===== src/rtl/tdma_pkg.sv =====
// Shared constants and state type for the transmit descriptor engine.
// Assumes 32-bit descriptor words in a byte-addressed, word-wide memory.
package tdma_pkg;
    localparam int WORD_W    = 32;
    localparam int BYTE_W    = 8;
    localparam int OWN_BIT   = 31;   // command/status: descriptor owned by engine
    localparam int LAST_BIT  = 30;   // command/status: descriptor closes the frame
    localparam int CNT_LSB   = 16;   // size word: byte-count field position
    localparam int CNT_W     = 16;   // size word: byte-count field width
    localparam int HDR_WORDS = 4;
    localparam int OFS_CMD   = 4;    // byte offset of command/status

    typedef enum logic [3:0] {
        S_IDLE, S_HREQ, S_HRSP, S_CHECK, S_DREQ, S_DRSP,
        S_BYTE, S_DWB, S_NEXT, S_CLOSE, S_FWB
    } walk_state_t;
endpackage


===== src/rtl/tdma_byte_hold.sv =====
// One-byte hold-back output stage. It keeps the latest byte until either the
// next byte arrives or the frame is closed, so the last flag always lands on
// the true final byte. Assumes in_valid and close are never high together and
// that the producer holds in_valid/in_data until in_ready.
module tdma_byte_hold #(
    parameter int BW = 8
) (
    input  logic          clk,
    input  logic          rst_n,
    input  logic          in_valid,
    input  logic [BW-1:0] in_data,
    output logic          in_ready,
    input  logic          close,
    input  logic          close_abort,
    output logic          idle,
    output logic          out_valid,
    output logic [BW-1:0] out_data,
    output logic          out_last,
    output logic          out_abort,
    input  logic          out_ready
);
    logic          hv;
    logic [BW-1:0] hd;
    logic          fire;

    // Release the held byte when a successor exists or the frame closes.
    always_comb begin
        out_valid = hv && (in_valid || close);
        out_data  = hd;
        out_last  = hv && close;
        out_abort = hv && close && close_abort;
        fire      = out_valid && out_ready;
        in_ready  = !hv || fire;
        idle      = !hv;
    end

    // Hold register: capture a new byte, or empty on a final hand-over.
    always_ff @(posedge clk) begin
        if (!rst_n) begin
            hv <= 1'b0;
            hd <= '0;
        end else if (in_valid && in_ready) begin
            hv <= 1'b1;
            hd <= in_data;
        end else if (fire) begin
            hv <= 1'b0;
        end
    end

    a_r5_out_hold: assert property (@(posedge clk) disable iff (!rst_n)
        out_valid && !out_ready |=> out_valid && $stable(out_data));
    a_r9_abort_marks_last: assert property (@(posedge clk) disable iff (!rst_n)
        out_abort |-> out_last && out_valid);
endmodule


===== src/rtl/tdma_walker.sv =====
// Descriptor chain walker. It reads four header words per descriptor, feeds
// the buffer bytes to the hold stage, writes back ownership, and keeps the
// current pointer, start bit and cause pulses. Assumes one outstanding read:
// the response to an accepted read arrives before the next request.
module tdma_walker
    import tdma_pkg::*;
#(
    parameter int ADDR_W = 32
) (
    input  logic              clk,
    input  logic              rst_n,
    input  logic              cmd_start,
    input  logic              ptr_load,
    input  logic [ADDR_W-1:0] ptr_value,
    output logic              start_bit,
    output logic [ADDR_W-1:0] cur_ptr,
    output logic              mem_req_valid,
    input  logic              mem_req_ready,
    output logic              mem_req_we,
    output logic [ADDR_W-1:0] mem_req_addr,
    output logic [WORD_W-1:0] mem_req_wdata,
    input  logic              mem_rsp_valid,
    input  logic [WORD_W-1:0] mem_rsp_rdata,
    output logic              byte_valid,
    output logic [BYTE_W-1:0] byte_data,
    input  logic              byte_ready,
    output logic              close,
    output logic              close_abort,
    input  logic              hold_idle,
    output logic              cause_txbuf,
    output logic              cause_txend
);
    localparam logic [WORD_W-1:0] OWN_MASK = WORD_W'(1) << OWN_BIT;
    localparam int                IDX_W    = $clog2(HDR_WORDS);

    walk_state_t       st;
    logic [IDX_W-1:0]  widx;
    logic [ADDR_W-1:0] desc_addr, first_addr, w_next, w_buf, bptr;
    logic [WORD_W-1:0] w_cmd, first_cmd, dword;
    logic [CNT_W-1:0]  w_cnt, remain;
    logic              is_first, any_bytes, abort_f, pass;

    // Drive the memory request and the byte/close signals from the state.
    always_comb begin
        mem_req_valid = 1'b0;
        mem_req_we    = 1'b0;
        mem_req_addr  = '0;
        mem_req_wdata = '0;
        byte_valid    = (st == S_BYTE);
        byte_data     = dword[{bptr[1:0], 3'b000} +: BYTE_W];
        close         = (st == S_CLOSE);
        close_abort   = abort_f;
        case (st)
            S_HREQ: begin
                mem_req_valid = 1'b1;
                mem_req_addr  = desc_addr + ADDR_W'({widx, 2'b00});
            end
            S_DREQ: begin
                mem_req_valid = 1'b1;
                mem_req_addr  = {bptr[ADDR_W-1:2], 2'b00};
            end
            S_DWB: begin
                mem_req_valid = 1'b1;
                mem_req_we    = 1'b1;
                mem_req_addr  = desc_addr + ADDR_W'(OFS_CMD);
                mem_req_wdata = w_cmd & ~OWN_MASK;
            end
            S_FWB: begin
                mem_req_valid = 1'b1;
                mem_req_we    = 1'b1;
                mem_req_addr  = first_addr + ADDR_W'(OFS_CMD);
                mem_req_wdata = first_cmd & ~OWN_MASK;
            end
            default: ;
        endcase
    end

    // Chain-walk sequencer with software commands and frame-end bookkeeping.
    always_ff @(posedge clk) begin
        if (!rst_n) begin
            st <= S_IDLE;       widx <= '0;
            desc_addr <= '0;    first_addr <= '0;
            w_next <= '0;       w_buf <= '0;     bptr <= '0;
            w_cmd <= '0;        first_cmd <= '0; dword <= '0;
            w_cnt <= '0;        remain <= '0;
            is_first <= 1'b0;   any_bytes <= 1'b0; abort_f <= 1'b0;
            pass <= 1'b0;       start_bit <= 1'b0; cur_ptr <= '0;
            cause_txbuf <= 1'b0; cause_txend <= 1'b0;
        end else begin
            cause_txbuf <= 1'b0;
            cause_txend <= 1'b0;
            if (ptr_load) cur_ptr <= ptr_value;
            if (cmd_start) begin
                start_bit <= 1'b1;
                pass      <= 1'b1;
            end
            case (st)
                S_IDLE: if (pass) begin
                    if (cur_ptr == '0) begin
                        pass <= 1'b0;
                    end else begin
                        desc_addr  <= cur_ptr;
                        first_addr <= cur_ptr;
                        is_first   <= 1'b1;
                        any_bytes  <= 1'b0;
                        abort_f    <= 1'b0;
                        widx       <= '0;
                        st         <= S_HREQ;
                    end
                end
                S_HREQ: if (mem_req_ready) st <= S_HRSP;
                S_HRSP: if (mem_rsp_valid) begin
                    case (widx)
                        2'd0:    w_cnt  <= mem_rsp_rdata[CNT_LSB +: CNT_W];
                        2'd1:    w_cmd  <= mem_rsp_rdata;
                        2'd2:    w_next <= mem_rsp_rdata[ADDR_W-1:0];
                        default: w_buf  <= mem_rsp_rdata[ADDR_W-1:0];
                    endcase
                    widx <= widx + 1'b1;
                    st   <= (widx == IDX_W'(HDR_WORDS - 1)) ? S_CHECK : S_HREQ;
                end
                S_CHECK: begin
                    if (is_first && !w_cmd[OWN_BIT]) begin
                        pass <= 1'b0;
                        st   <= S_IDLE;
                    end else begin
                        if (is_first) first_cmd <= w_cmd;
                        remain <= w_cnt;
                        bptr   <= w_buf;
                        if (w_cnt != '0) st <= S_DREQ;
                        else             st <= is_first ? S_NEXT : S_DWB;
                    end
                end
                S_DREQ: if (mem_req_ready) st <= S_DRSP;
                S_DRSP: if (mem_rsp_valid) begin
                    dword <= mem_rsp_rdata;
                    st    <= S_BYTE;
                end
                S_BYTE: if (byte_ready) begin
                    any_bytes <= 1'b1;
                    bptr      <= bptr + 1'b1;
                    remain    <= remain - 1'b1;
                    if (remain == CNT_W'(1))   st <= is_first ? S_NEXT : S_DWB;
                    else if (bptr[1:0] == 2'b11) st <= S_DREQ;
                end
                S_DWB: if (mem_req_ready) st <= S_NEXT;
                S_NEXT: begin
                    if (w_cmd[LAST_BIT]) begin
                        st <= S_CLOSE;
                    end else if (w_next == '0) begin
                        abort_f <= 1'b1;
                        st      <= S_CLOSE;
                    end else begin
                        desc_addr <= w_next;
                        is_first  <= 1'b0;
                        widx      <= '0;
                        st        <= S_HREQ;
                    end
                end
                S_CLOSE: if (hold_idle) st <= S_FWB;
                S_FWB: if (mem_req_ready) begin
                    cur_ptr     <= w_next;
                    cause_txbuf <= any_bytes && !abort_f;
                    if (abort_f || w_next == '0) begin
                        cause_txend <= 1'b1;
                        start_bit   <= 1'b0;
                        pass        <= 1'b0;
                    end
                    st <= S_IDLE;
                end
                default: st <= S_IDLE;
            endcase
        end
    end

    a_r5_req_hold: assert property (@(posedge clk) disable iff (!rst_n)
        mem_req_valid && !mem_req_ready |=> mem_req_valid && $stable(mem_req_addr)
        && $stable(mem_req_we));
    a_r6_wb_own_clear: assert property (@(posedge clk) disable iff (!rst_n)
        mem_req_valid && mem_req_we |-> !mem_req_wdata[OWN_BIT]);
    a_r11_end_stops: assert property (@(posedge clk) disable iff (!rst_n)
        cause_txend |=> !start_bit);
    a_r10_single_pulse: assert property (@(posedge clk) disable iff (!rst_n)
        cause_txbuf |=> !cause_txbuf);
endmodule


===== src/rtl/tdma_tx_engine.sv =====
// Top of the linked-descriptor transmit DMA engine: the chain walker feeding
// a one-byte hold-back output stage. Assumes a word-wide memory that answers
// reads in order, one at a time.
module tdma_tx_engine
    import tdma_pkg::*;
#(
    parameter int ADDR_W = 32
) (
    input  logic              clk,
    input  logic              rst_n,
    input  logic              cmd_start,
    input  logic              ptr_load,
    input  logic [ADDR_W-1:0] ptr_value,
    output logic              start_bit,
    output logic [ADDR_W-1:0] cur_ptr,
    output logic              mem_req_valid,
    input  logic              mem_req_ready,
    output logic              mem_req_we,
    output logic [ADDR_W-1:0] mem_req_addr,
    output logic [31:0]       mem_req_wdata,
    input  logic              mem_rsp_valid,
    input  logic [31:0]       mem_rsp_rdata,
    output logic              tx_valid,
    input  logic              tx_ready,
    output logic [7:0]        tx_data,
    output logic              tx_last,
    output logic              tx_abort,
    output logic              cause_txbuf,
    output logic              cause_txend
);
    logic              byte_valid, byte_ready, close, close_abort, hold_idle;
    logic [BYTE_W-1:0] byte_data;

    tdma_walker #(.ADDR_W(ADDR_W)) u_walker (
        .clk(clk), .rst_n(rst_n),
        .cmd_start(cmd_start), .ptr_load(ptr_load), .ptr_value(ptr_value),
        .start_bit(start_bit), .cur_ptr(cur_ptr),
        .mem_req_valid(mem_req_valid), .mem_req_ready(mem_req_ready),
        .mem_req_we(mem_req_we), .mem_req_addr(mem_req_addr),
        .mem_req_wdata(mem_req_wdata),
        .mem_rsp_valid(mem_rsp_valid), .mem_rsp_rdata(mem_rsp_rdata),
        .byte_valid(byte_valid), .byte_data(byte_data), .byte_ready(byte_ready),
        .close(close), .close_abort(close_abort), .hold_idle(hold_idle),
        .cause_txbuf(cause_txbuf), .cause_txend(cause_txend)
    );

    tdma_byte_hold #(.BW(BYTE_W)) u_hold (
        .clk(clk), .rst_n(rst_n),
        .in_valid(byte_valid), .in_data(byte_data), .in_ready(byte_ready),
        .close(close), .close_abort(close_abort), .idle(hold_idle),
        .out_valid(tx_valid), .out_data(tx_data), .out_last(tx_last),
        .out_abort(tx_abort), .out_ready(tx_ready)
    );
endmodule


===== config.mk =====
export PLATFORM = sky130hd
export DESIGN_NAME = tdma_tx_engine
export DESIGN_NICKNAME = d
export VERILOG_FILES = /design/src/rtl/tdma_pkg.sv /design/src/rtl/tdma_byte_hold.sv /design/src/rtl/tdma_walker.sv /design/src/rtl/tdma_tx_engine.sv
export SDC_FILE = /design/constraint.sdc
export NUM_CORES = 1
export LEC_CHECK = 0
export BUFFER_PORTS_ARGS = -buffer_cell sky130_fd_sc_hd__buf_2
export CORE_ASPECT_RATIO = 0.7
export CORE_UTILIZATION = 45
export CTS_BUF_LIST = sky130_fd_sc_hd__clkbuf_8
export DETAILED_ROUTE_END_ITERATION = 10
export HOLD_SLACK_MARGIN = 0.03
export SYNTH_ARGS = -nofsm -noshare
export SYNTH_HDL_FRONTEND = slang
export SYNTH_HIERARCHICAL = 1
export SYNTH_SLANG_ARGS = --single-unit

===== constraint.sdc =====
create_clock -name clk -period 3.6 [get_ports clk]
set_input_delay 0.18 -clock clk [delete_from_list [all_inputs] [get_ports clk]]
set_output_delay 0.18 -clock clk [all_outputs]
set_load 0.02 [all_outputs]

Word-level counts from Yosys, hierarchy flattened
Cells that the tools add are included.
{"block": "totals", "ff_bits": 341, "inputBits": 71, "out_inout_bits": 112}
{"block": "classes", "n_addsub": 6, "n_eq_ne": 30, "n_shift": 1, "n_mux": 69, "bitwise": 3, "n_reduce_logical": 40}
{"operator": "$mux 32", "count": 9}
{"operator": "$pmux 32 s2", "count": 2}
{"operator": "$pmux 32 s4", "count": 1}
{"operator": "$mux 4", "count": 17}
{"operator": "$add 32x3->32 const B", "count": 2}
{"operator": "$logic_not 32->1", "count": 2}
{"operator": "$pmux 31 s2", "count": 1}
{"operator": "$pmux 4 s11", "count": 1}
{"operator": "$add 32x1->32 const B", "count": 1}
{"operator": "$add 32x4->32", "count": 1}
{"operator": "$mux 16", "count": 2}
{"operator": "$pmux 16 s2", "count": 1}
{"operator": "$shiftx 32x6->8", "count": 1}
{"operator": "$mux 1", "count": 24}
{"operator": "$ne 2x2->1 const B", "count": 12}
{"operator": "$reduce_and 3->1", "count": 8}
{"operator": "$eq 16x1->1 const B", "count": 1}
{"operator": "$eq 4x3->1 const B", "count": 4}
{"operator": "$reduce_bool 16->1", "count": 1}
{"operator": "$sub 16x1->16 const B", "count": 1}
{"operator": "$eq 4x4->1 const B", "count": 3}
{"operator": "$mux 2", "count": 6}
{"operator": "$reduce_and 11->1", "count": 1}
{"operator": "$reduce_and 5->1", "count": 2}
{"operator": "24 further kinds", "count": 45}

Logic depth before layout (Yosys ltp)
Gate-level depths: netlist of the first run.
{"block": "logic_depth", "depth_word": 7, "mapped_depth": 17}

By module
The synthesis of the first run kept the hierarchy.
{"mod": "tdma_walker", "instances": 1, "cells_each": 2205, "area_each_um2": 17042.6, "seq_area_each_um2": 6646.4}
{"mod": "tdma_byte_hold", "instances": 1, "cells_each": 47, "area_each_um2": 399.1, "seq_area_each_um2": 180.2}

Worst setup path after synthesis of the first run
Ideal clock, no wire load.
{"block": "synth_timing", "kind": "register -> output", "from": "register u_walker.st[2]", "to": "output port mem_req_addr[26]", "t_arrival_ns": 3.481, "required_time_ns": 3.420, "slack_ns": -0.061, "stages_incl_launch_ff": 18, "n_path_buf": 7, "cell_sequence": "dfxtp_1 -> buf_6 -> nand4bb_1 -> buf_6 -> buf_6 -> buf_2 -> buf_2 -> clkbuf_1 -> nand2_1 -> nand2_1 -> ha_1 -> nand2_1 -> mux2i_4 -> o2111ai_4 -> buf_6 -> nor4_1 -> xor2_1 -> o21ai_0"}
{"block": "synth_between", "elab_chain_len": 2, "word_cells_on_any_way": 5, "cone_classes": "eq/ne (4); mux (1)"}
{"item": "start, declared", "line": "tdma_walker.sv:36", "source": "walk_state_t st;"}
{"item": "start signal, assigned", "line": "tdma_walker.sv:120", "source": "st <= (widx == IDX_W'(HDR_WORDS - 1)) ? S_CHECK : S_HREQ;"}
{"item": "start signal, assigned", "line": "tdma_walker.sv:131", "source": "else st <= is_first ? S_NEXT : S_DWB;"}
{"item": "start signal, assigned", "line": "tdma_walker.sv:143", "source": "if (remain == CNT_W'(1)) st <= is_first ? S_NEXT : S_DWB;"}
{"item": "$eq 4x4->1 (tied with other cells)", "line": "tdma_walker.sv:53", "source": "case (st)"}
{"item": "$pmux 32 s4 *", "line": "tdma_walker.sv:53"}
{"item": "end, declared", "line": "tdma_tx_engine.sv:19", "source": "output logic [ADDR_W-1:0] mem_req_addr,"}
Mark *: on every way between the ends. The rest lies on a longest branch, timed or not.

Worst setup path in the final report of the first run
{"block": "layout_timing", "from": "register u_walker.desc_addr[13]", "to": "output port mem_req_addr[26]"}
{"block": "layout_between", "elab_chain_len": 2, "word_cells_on_any_way": 3, "cone_classes": "add/sub (2); mux (1)"}
{"item": "start, declared", "line": "tdma_walker.sv:38", "source": "logic [ADDR_W-1:0] desc_addr, first_addr, w_next, w_buf, bptr;"}
{"item": "start signal, assigned", "line": "tdma_walker.sv:102", "source": "desc_addr <= cur_ptr;"}
{"item": "start signal, assigned", "line": "tdma_walker.sv:154", "source": "desc_addr <= w_next;"}
{"item": "$add 32x3->32 / $add 32x4->32 (equally long branches)", "line": "tdma_walker.sv:65, tdma_walker.sv:56"}
{"item": "$pmux 32 s4 *", "line": "tdma_walker.sv:53"}
Marked as above.

==> flow_summary_export.csv, run 1 <==
group,metric,value,unit
routing,drtIter0Drc,2090,
routing,drc,0,
synth,synth_edf_count,0,
power,p_seq_share,43.3,%
global_routing,grt_use_total,33.9,%
synth,synth_common_cells,"503 x nand2_1, 341 x dfxtp_1, 237 x a21oi_1, 180 x nor2_1, 147 x clkbuf_1",
global_routing,antenna_found_initial,3,
clock_network,numCtsBuffers,54,
placement,place_congestion,1.02,
setup_path,worstPathRequired,3.42,ns
synth,synth_area,0.0174,mm^2
synth,ys_top_cells_by_area,"dfxtp_1 39%, nand2_1 11%, mux2i_1 6.9%",
sta,clock.fmax,0.286,GHz
floorplan,fp.dieH,167,um
setup_path,arrival,3.32,ns
clock_network,cts_root_buf,"clkbuf_8",
power,power.internal,6930,uW
setup_path,path_buf_inv,1,
setup_path,path_max_fanout,7,
synth,ys_ff_latch,341,
power,peakVddDrop,0.000302,V
power,combPwrFrac,22.6,%
sta,finalCriticalPeriod,3.50,ns
placement,post-dp-hpwl,48.1,mm
synth,yosysMostFrequentCell,"nand2_1",
power,leakage,0.00781,uW
hold_path,holdCritPathClass,"in -> reg",
sta,post-route-period-util,97.1,%
synth,synth_cell_types,81,
run,maxCapViolCount,0,
finish,syn2layout_area_growth,19.2,%
power,power_switching,3700,uW
power,pwr_density_cell,511,mW/mm^2
sta,skew,0.0580,ns
setup_path,critPathKind,"reg -> out",
floorplan,dieArea,0.0396,mm^2
routing,drt-pass1-iter-count,6,
sta,hold_slack,0.0990,ns
synth,seq_area_frac_synth,39.1,%
routing,wire_per_inst,23.2,um
finish,nets,2518,
routing,drtAntennaViolNets,0,
power,p_sw_share,34.9,%
routing,routed_wl,69.0,mm
finish,drive_above_1_share,16.1,%
sta,tightest_slew,0.936,ns
clock_network,clk_latency,0.65,ns
clock_network,clock_sinks,341,
global_routing,grt_overflow,0,
setup_path,slowest_stage,"or4_1",
clock_network,cts_max_path_buffers,3,
setup_path,crit_path_max_incr_delay,0.70,ns
floorplan,fp-row-count,59,
floorplan,io_pins,183,
synth,ys.warnings.count,6,
setup_path,cp-end-kind,"primary output",
clock_network,clk_pin_slew_worst_paths,0.07,ns
synth,yosysTopAreaCell,"dfxtp_1",
global_routing,grt_pass1_wl,102,mm
floorplan,initial_utilization,46.3,%
synth,postSynthCellCount,2252,
floorplan,core,0.0376,mm^2
routing,routed_via_density,6.05,
clock_network,cts_tree,"built",
sta,hold_viol_final,0,
finish,fin_util,55.2,%
synth,async_flop_share,0,%
global_routing,grt_pass1_vias,16500,
setup_path,cpLargestDelayFamily,"simple AND/OR/NAND/NOR gates",
synth,syn-mean-instance-area,7.74,um^2
sta,finalSetupViolCount,0,
routing,vias,18000,
clock_network,htree_levels,2,
sta,slew_headroom,37.6,%
synth,synth_top_flop_cell,"dfxtp_1",
global_routing,grt_max_degree,132,
run_status,outcome,"finished clean",
synth,synth_fp_nets,2334,
floorplan,die_x,237,um
setup_path,cp-start-kind,"register",
synth,synth_top_area_share,39.1,%
power,clockPowerShare,34.0,%
setup_path,crit_chain,"nand2_1, or4_1, nor4_1, xor2_1, a22oi_1, o21ai_1, buf_2",
placement,port_buffers,181,
sta,slew_viol_final,0,
[path summary, 6_finish.rpt]
check | startpoint | to | slack (ns) | cells past startpoint
worst max-delay path | u_walker/desc_addr[13] | mem_req_addr[26] | 0.10 | 7
worst min-delay path | rst_n | u_walker/first_addr[4] | 0.1 | 3
worst max register to register | u_walker/st[2] | u_walker/st[1] | 0.69 | 12
worst min register to register | u_walker/w_cmd[1] | u_walker/first_cmd[1] | 0.43 | 2
[flip-flops by register name, summed over array words and instances (netlist names), 2 cells and up]
signal and flops:
u_walker/st 4, u_walker/first_addr 32, u_walker/w_cnt 16, u_hold/out_data 8
u_walker/w_next 32, u_walker/remain 16, u_walker/first_cmd 31, u_walker/bptr 32
u_walker/widx 2, u_walker/cur_ptr 32, u_walker/w_cmd 32, u_walker/w_buf 32
u_walker/dword 32, u_walker/desc_addr 32
[power groups by stage]
stage / clock network [uW] / registers (uW) / logic, uW
after detailed placement: 0 / 4640 / 2280
after floorplan: 0 / 4330 / 1610
after global placement: 0 / 4640 / 2270
final: 3620 / 4600 / 2410
after global routing: 3850 / 4620 / 2580
after CTS: 3660 / 4560 / 2340
[worst register-to-register path: stages (launching register included)]
cell	delay [ns]
dfxtp_4	0.40
buf_4	0.18
nor2_1	0.26
nand3_1	0.15
inv_1	0.17
o21ai_0	0.09
nand2_1	0.11
nor4bb_1	0.07
nor4_1	0.37
o21ai_0	0.16
a211o_1	0.39
nand2b_1	0.20
a31o_2	0.25
[placed cells by master (no fill, tap or decap), drive strengths merged, types with 5 or more instances in the layout]
cell and count:
o221ai 8, buf 252, a31oi 7, mux4 8, o21ai 107, clkinv 10, o211ai 8, a22oi 29
nor3 30, inv 34, nand3 73, o21a 6, a221o 6, nor4 43, o211a 5, xor2 35
nor4b 5, or3 7, and2 11, a31o 5, nand4 33, mux2i 123, nor2 180, dlygate4sd3 67
o31ai 9, and4 8, clkbuf 65, a21oi 237, xnor2 24, a211oi 76, or4 5, o22ai 12
nand2 503, dfxtp 341, and3 21, ha 10
[layout make-up]
cell class	count	area (um^2)
Clock buffer	65	895
Multi-Input combinational cell	1702	9860
Fill cell	3597	16900
Antenna cell	1	2.50
Clock inverter	33	282
Timing Repair Buffer	319	2220
Tap cell	488	611
Sequential cell	341	6830
Inverter	18	75.1
[per-stage QoR]
stage	setup slack, ns	total power [uW]	area (um^2)	std cells	TNS, ns
6_report	0.103	10600	20800	2967	0
3_5_place_dp	0.631	6920	18800	2794	0
3_3_place_gp	0.665	6910	18800	2794	0
4_1_cts	0.00699	10600	20600	2959	0
2_1_floorplan	0.0745	5940	17400	2252	0
5_1_grt	-0.0195	11100	20800	2966	-0.0624
[cell families (layout without fill, tap and decap cells)]
kind of cell | count (synthesis) | after routing | share of synthesized area [%]
flip-flops | 341 | 341 | 39.1
other | 1 | 2 | 0.0215
multiplexers | 134 | 134 | 8.43
AO/OA/AOI/OAI | 551 | 552 | 19.4
adder cells (fa/ha/maj) | 11 | 11 | 0.832
XOR/XNOR | 59 | 59 | 2.96
buffers and inverters | 210 | 435 | 5.01
AND/OR/NAND/NOR | 945 | 945 | 24.2
[metal layers]
layer  vias up  GRT usage [%]  wire length, um  part of all wire, %
met3       110           9.17             7560                   11
met5         -              0               13                0.019
met1      8627           51.1            32000                   46
met2       882           46.8            27800                   40
met4         2           8.95             1590                  2.3
li1       8332              -                -                    -
[timing repair]
action | in CTS | in global routing
pin swaps | 0 | 2
hold buffers | 67 | 0
gates resized for setup | 1 | 10
endpoints found under the setup margin | 7 | 15
gates cloned | 0 | 1
buffers inserted | 0 | 6
hold endpoints to repair | 181 | 0
No activity file was read; power rests on OpenSTA's default activity.
==> inputs of run 2 (changes only) <==
CAP_MARGIN = 15   (was not set)
CORE_MARGIN = 2   (was not set)
==> run 2 against run 1 <==
Count of clock-buffer cells in the layout up 4. Combinational power about the same. First-iteration DRC count up 4.1%. Via count down 0.12%. Maximum frequency up 1.4%. Setup slack better by 0.048 ns. Final cell count about the same. Hold slack worse by 0.045 ns. Critical endpoint is now mem_req_addr[29]. Critical path depth up 2. Sequential share of layout area up 0.14 points. Largest power group unchanged. Routed wire length down 0.87%. Non-clock buffer count down 3.
==> flow_summary_export.csv, run 2 (synthesis gave the netlist of run 1 again) <==
group,metric,value,unit
global_routing,antenna_found_initial,0,
global_routing,grt_pass1_wl,102,mm
placement,place_congestion,0.984,
setup_path,cp-start-kind,"register",
routing,drt-pass1-iter-count,6,
sta,slew_viol_final,0,
run,maxCapViolCount,0,
setup_path,critPathKind,"reg -> out",
global_routing,grt_pass1_vias,16400,
power,power.internal,6890,uW
sta,tightest_slew,0.926,ns
routing,vias,17900,
sta,finalCriticalPeriod,3.45,ns
setup_path,crit_chain,"buf_4, nand3_1, nor4_2, buf_4, nand3_1, xnor2_1, a22oi_1, o211ai_1, buf_2",
global_routing,grt_use_met1,49.5,%
floorplan,io_pins,183,
sta,clock.fmax,0.290,GHz
routing,routed_wl,68.4,mm
clock_network,cts_max_path_buffers,3,
finish,syn2layout_area_growth,18.7,%
clock_network,clk_latency,0.64,ns
floorplan,dieArea,0.0404,mm^2
clock_network,clk_pin_slew_worst_paths,0.07,ns
power,peakVddDrop,0.000356,V
floorplan,core,0.0383,mm^2
routing,drtIter0Drc,2176,
finish,layout_commonest_cell,"nand2_1",
floorplan,initial_utilization,45.6,%
power,combPwrFrac,23.1,%
setup_path,cpLargestDelayFamily,"simple AND/OR/NAND/NOR gates",
setup_path,slowest_stage,"nor4_2",
power,clockPowerShare,33.6,%
hold_path,holdCritPathClass,"in -> reg",
routing,wire_per_inst,23.0,um
setup_path,arrival,3.27,ns
sta,finalSetupViolCount,0,
sta,hold_viol_final,0,
finish,final-instance-count-excl-fill,2966,
placement,place_ws,0.592,ns
sta,fin_ws,0.151,ns
finish,nets,2516,
sta,post-route-period-util,95.8,%
floorplan,die_x,239,um
placement,port_buffers,181,
setup_path,crit_path_max_incr_delay,0.59,ns
floorplan,fp-row-count,60,
routing,drc,0,
run_status,outcome,"finished clean",
routing,drtAntennaViolNets,0,
finish,drive_above_1_share,16.0,%
sta,fin_tns_setup,0,ns
clock_network,cts_root_buf,"clkbuf_8",
power,leakage,0.00778,uW
global_routing,top_usage_layer,"met1",
setup_path,worstPathRequired,3.42,ns
clock_network,htree_levels,2,
floorplan,fp.dieH,169,um
setup_path,path_max_fanout,8,
clock_network,cts_tree,"built",
finish,fillCellCount,3689,
setup_path,path_buf_inv,3,
sta,slew_headroom,38.3,%
routing,routed_via_density,6.05,
clock_network,clock_sinks,341,
finish,n_antenna_cell,0,
global_routing,use_met3,7.39,%
placement,dp.cells,2796,
clock_network,numCtsBuffers,55,
global_routing,grt_overflow,0,
placement,post-dp-hpwl,47.8,mm
power,pwr_density_cell,508,mW/mm^2
global_routing,grt_use_total,32.8,%
global_routing,grt_max_degree,114,
power,p_seq_share,43.3,%
power,p_sw_share,34.4,%
setup_path,cp-end-kind,"primary output",
power,power_switching,3620,uW
global_routing,met2_usage,47.0,%
sta,skew,0.0251,ns
finish,layout_common_cells,"502 x nand2_1, 336 x dfxtp_1, 237 x a21oi_1",
run 2: tightest hold or removal path, delay by kind of cell:
kind | cells | cell delay (ns)
AO/OA/AOI/OAI | 1 | 0.17
buffers and inverters | 2 | 0.30
run 2: power groups by stage:
| stage | sequential, uW | clock (uW) | combinational [uW] |
|---|---|---|---|
| 6_report | 4550 | 3540 | 2420 |
| 5_1_grt | 4580 | 3730 | 2590 |
| 4_1_cts | 4510 | 3580 | 2350 |
| 3_5_place_dp | 4600 | 0 | 2290 |
| 3_3_place_gp | 4590 | 0 | 2270 |
| 2_1_floorplan | 4330 | 0 | 1610 |
run 2: repair_timing:
item                                    CTS  global route
gates cloned                              0             1
hold buffers                             67             0
pin swaps                                 0             3
gates resized for setup                   2            15
hold endpoints to repair                180             0
setup buffers                             0             9
endpoints found under the setup margin    9            17
run 2: cell type report:
cell class	count	area, um^2	share of cell area, %
Multi-Input combinational cell	1702	9880	47.7
Clock buffer	69	950	4.59
Clock inverter	24	191	0.924
Sequential cell	341	6840	33.0
Inverter	18	75.1	0.362
Tap cell	496	621	3.00
Timing Repair Buffer	316	2150	10.4
run 2: path summary, 6_finish.rpt:
path | start | to | slack (ns) | cells past startpoint
worst max-delay path | u_walker/desc_addr[20] | mem_req_addr[29] | 0.15 | 9
worst min-delay path | rst_n | u_walker/w_next[11] | 0.05 | 3
worst max register to register | u_walker/st[1] | u_walker/st[1] | 0.61 | 11
worst min register to register | u_walker/w_buf[29] | u_walker/w_buf[29] | 0.45 | 2
run 2: metal layers:
metal | routed length [um] | part of all wire (%) | vias to the layer above
met5 | 0 | 0 | -
met4 | 1320 | 1.9 | 0
li1 | - | - | 8309
met1 | 31900 | 47 | 8612
met3 | 6990 | 10 | 103
met2 | 28200 | 41 | 908
run 2: through the flow:
stage,total power [uW],cell area (um^2),util [%],hold WS [ns]
floorplan,5940,17400,-,0.316
global placement,6870,18700,48.9,0.439
detailed placement,6890,18700,48.9,0.445
CTS,10500,20500,53.6,0.0379
global route,10900,20700,54.1,0.0702
finish,10500,20700,54.1,0.0541
==> inputs of run 3 (changes only) <==
REMOVE_ABC_BUFFERS = 1   (was not set)
==> run 3 against run 2 <==
Critical path type unchanged. Die area unchanged. The flow now finishes with violations (setup timing). Maximum frequency down 4.6%. Core utilization up 0.056 points. Largest cell class unchanged.
==> flow_summary_export.csv, run 3 (synthesis gave the netlist of run 1 again) <==
group,metric,value,unit
run_status,outcome,"finished, violations left",
run_status,violations,"setup timing",
setup_path,slowest_stage,"o2111ai_4",
clock_network,cts_max_path_buffers,3,
clock_network,cts_tree,"built",
global_routing,grt_overflow,0,
routing,routed_wl,62.3,mm
sta,finalCriticalPeriod,3.61,ns
placement,place_congestion,0.923,
global_routing,grt_pass1_wl,94.6,mm
sta,finalSetupViolCount,1,
sta,hold_viol_final,0,
power,leakage,0.00777,uW
global_routing,grt_max_degree,76,
routing,drc,0,
power,pwr_density_cell,486,mW/mm^2
sta,fin_ws,-0.0148,ns
routing,wire_per_inst,21.1,um
finish,n_antenna_cell,0,
clock_network,clk_pin_slew_worst_paths,0.07,ns
placement,placed_cell_area,0.0187,mm^2
finish,fillCellCount,3672,
routing,drt-pass1-iter-count,8,
setup_path,critPathKind,"reg -> out",
setup_path,cp-end-kind,"primary output",
placement,dp.cells,2790,
floorplan,dieArea,0.0404,mm^2
sta,slew_viol_final,0,
power,peakVddDrop,0.000288,V
placement,post-dp-hpwl,41.5,mm
sta,clock.fmax,0.277,GHz
clock_network,clk_latency,0.63,ns
finish,seqCellArea,0.00683,mm^2
finish,nets,2507,
floorplan,initial_utilization,45.6,%
finish,drive_above_1_share,15.8,%
setup_path,arrival,3.43,ns
routing,drtAntennaViolNets,0,
global_routing,grt_pass1_vias,16300,
sta,skew,0.0338,ns
clock_network,htree_levels,2,
finish,final_cell_area,0.0207,mm^2
setup_path,cp-start-kind,"register",
finish,layout_commonest_cell,"nand2_1",
placement,port_buffers,181,
clock_network,clock_sinks,341,
sta,tightest_slew,1.04,ns
run,maxCapViolCount,0,
floorplan,die_x,239,um
clock_network,cts_root_buf,"clkbuf_8",
finish,layout_common_cells,"496 x nand2_1, 340 x dfxtp_1, 237 x a21oi_1",
finish,multiInputGateArea,0.00995,mm^2
floorplan,io_pins,183,
finish,final-instance-count-excl-fill,2957,
routing,routed_via_density,6.00,
floorplan,fp-row-count,60,
floorplan,core,0.0383,mm^2
sta,fin_tns_setup,-0.0148,ns
sta,post-route-period-util,100,%
routing,drtIter0Drc,1980,
sta,rsz0062_at_grt,"true",
sta,slew_headroom,30.7,%
hold_path,holdCritPathClass,"in -> reg",
routing,vias,17700,
clock_network,numCtsBuffers,53,
floorplan,fp.dieH,169,um
setup_path,worstPathRequired,3.42,ns
global_routing,antenna_found_initial,1,
setup_path,path_max_fanout,30,
setup_path,crit_path_max_incr_delay,0.47,ns
global_routing,grt_use_total,29.8,%
setup_path,crit_chain,"nor4bb_4, buf_4, buf_4, buf_16, nor3_4, o2111ai_4, buf_6, xor2_1, o22ai_1, a221o_1, buf_6",
finish,syn2layout_area_growth,18.9,%
[run 3: cell count changes in the layout (fill, tap and decap cells not counted), sizes merged]
cell / delta
clkbuf: -5
buf: -9
clkinv: +5
clkinvlp: +1
bufinv: -1
[run 3: power by group]
group,internal [uW],total [uW],switching (uW)
clock,1710,3330,1620
sequential,4040,4480,435
combinational,889,2260,1370
[run 3: final timing paths]
kind                            slack (ns)  cells past startpoint                from                    to
worst max-delay path                 -0.01                     11      u_walker/st[2]      mem_req_addr[14]
worst min-delay path                  0.09                      4       mem_req_ready  u_walker/cause_txend
worst max register to register        0.59                     12      u_walker/st[2]        u_walker/st[1]
worst min register to register        0.45                      2  u_walker/dword[19]    u_walker/dword[19]
[run 3: timing repair]
action / CTS / global route
gates resized for setup: 1 / 32
setup endpoints to repair: 5 / 13
endpoints found under the hold margin: 181 / 0
hold buffers: 67 / 0
setup buffers: 1 / 5
pin swaps: 1 / 12
gates cloned: 0 / 3
[run 3: metal layers]
metal	global-route usage [%]	vias to the layer above	part of all wire [%]	routed length, um
met3	5.87	115	8.5	5310
li1	-	8322	-	-
met4	8.70	2	2.6	1610
met5	0	-	0.021	13
met2	43.4	798	42	26300
met1	44.3	8500	47	29100
[run 3: area by class of cell]
cell class                      instances  share of cell area, %
Clock buffer                           62                   4.12
Clock inverter                         29                  0.948
Inverter                               18                  0.362
Multi-Input combinational cell       1702                   48.0
Sequential cell                       341                   32.9
Tap cell                              496                   2.99
Timing Repair Buffer                  309                   10.6
[run 3: metrics by stage]
stage	util [%]	hold WS, ns	power [uW]	setup WS [ns]
after floorplan	-	0.302	5840	-4.79
after global placement	48.9	0.438	6650	0.575
after detailed placement	48.9	0.445	6670	0.523
after CTS	53.4	0.0409	10100	-0.0338
after global routing	54.1	0.0690	10500	-0.0820
final	54.1	0.0868	10100	-0.0148
[run 3: worst max-delay path, delay by kind of cell (launching register included)]
kind | cells | cell delay, ns
buf+inv | 5 | 0.94
flops | 1 | 0.36
compound gates | 3 | 0.89
xor+xnor | 1 | 0.14
simple gates | 2 | 0.49
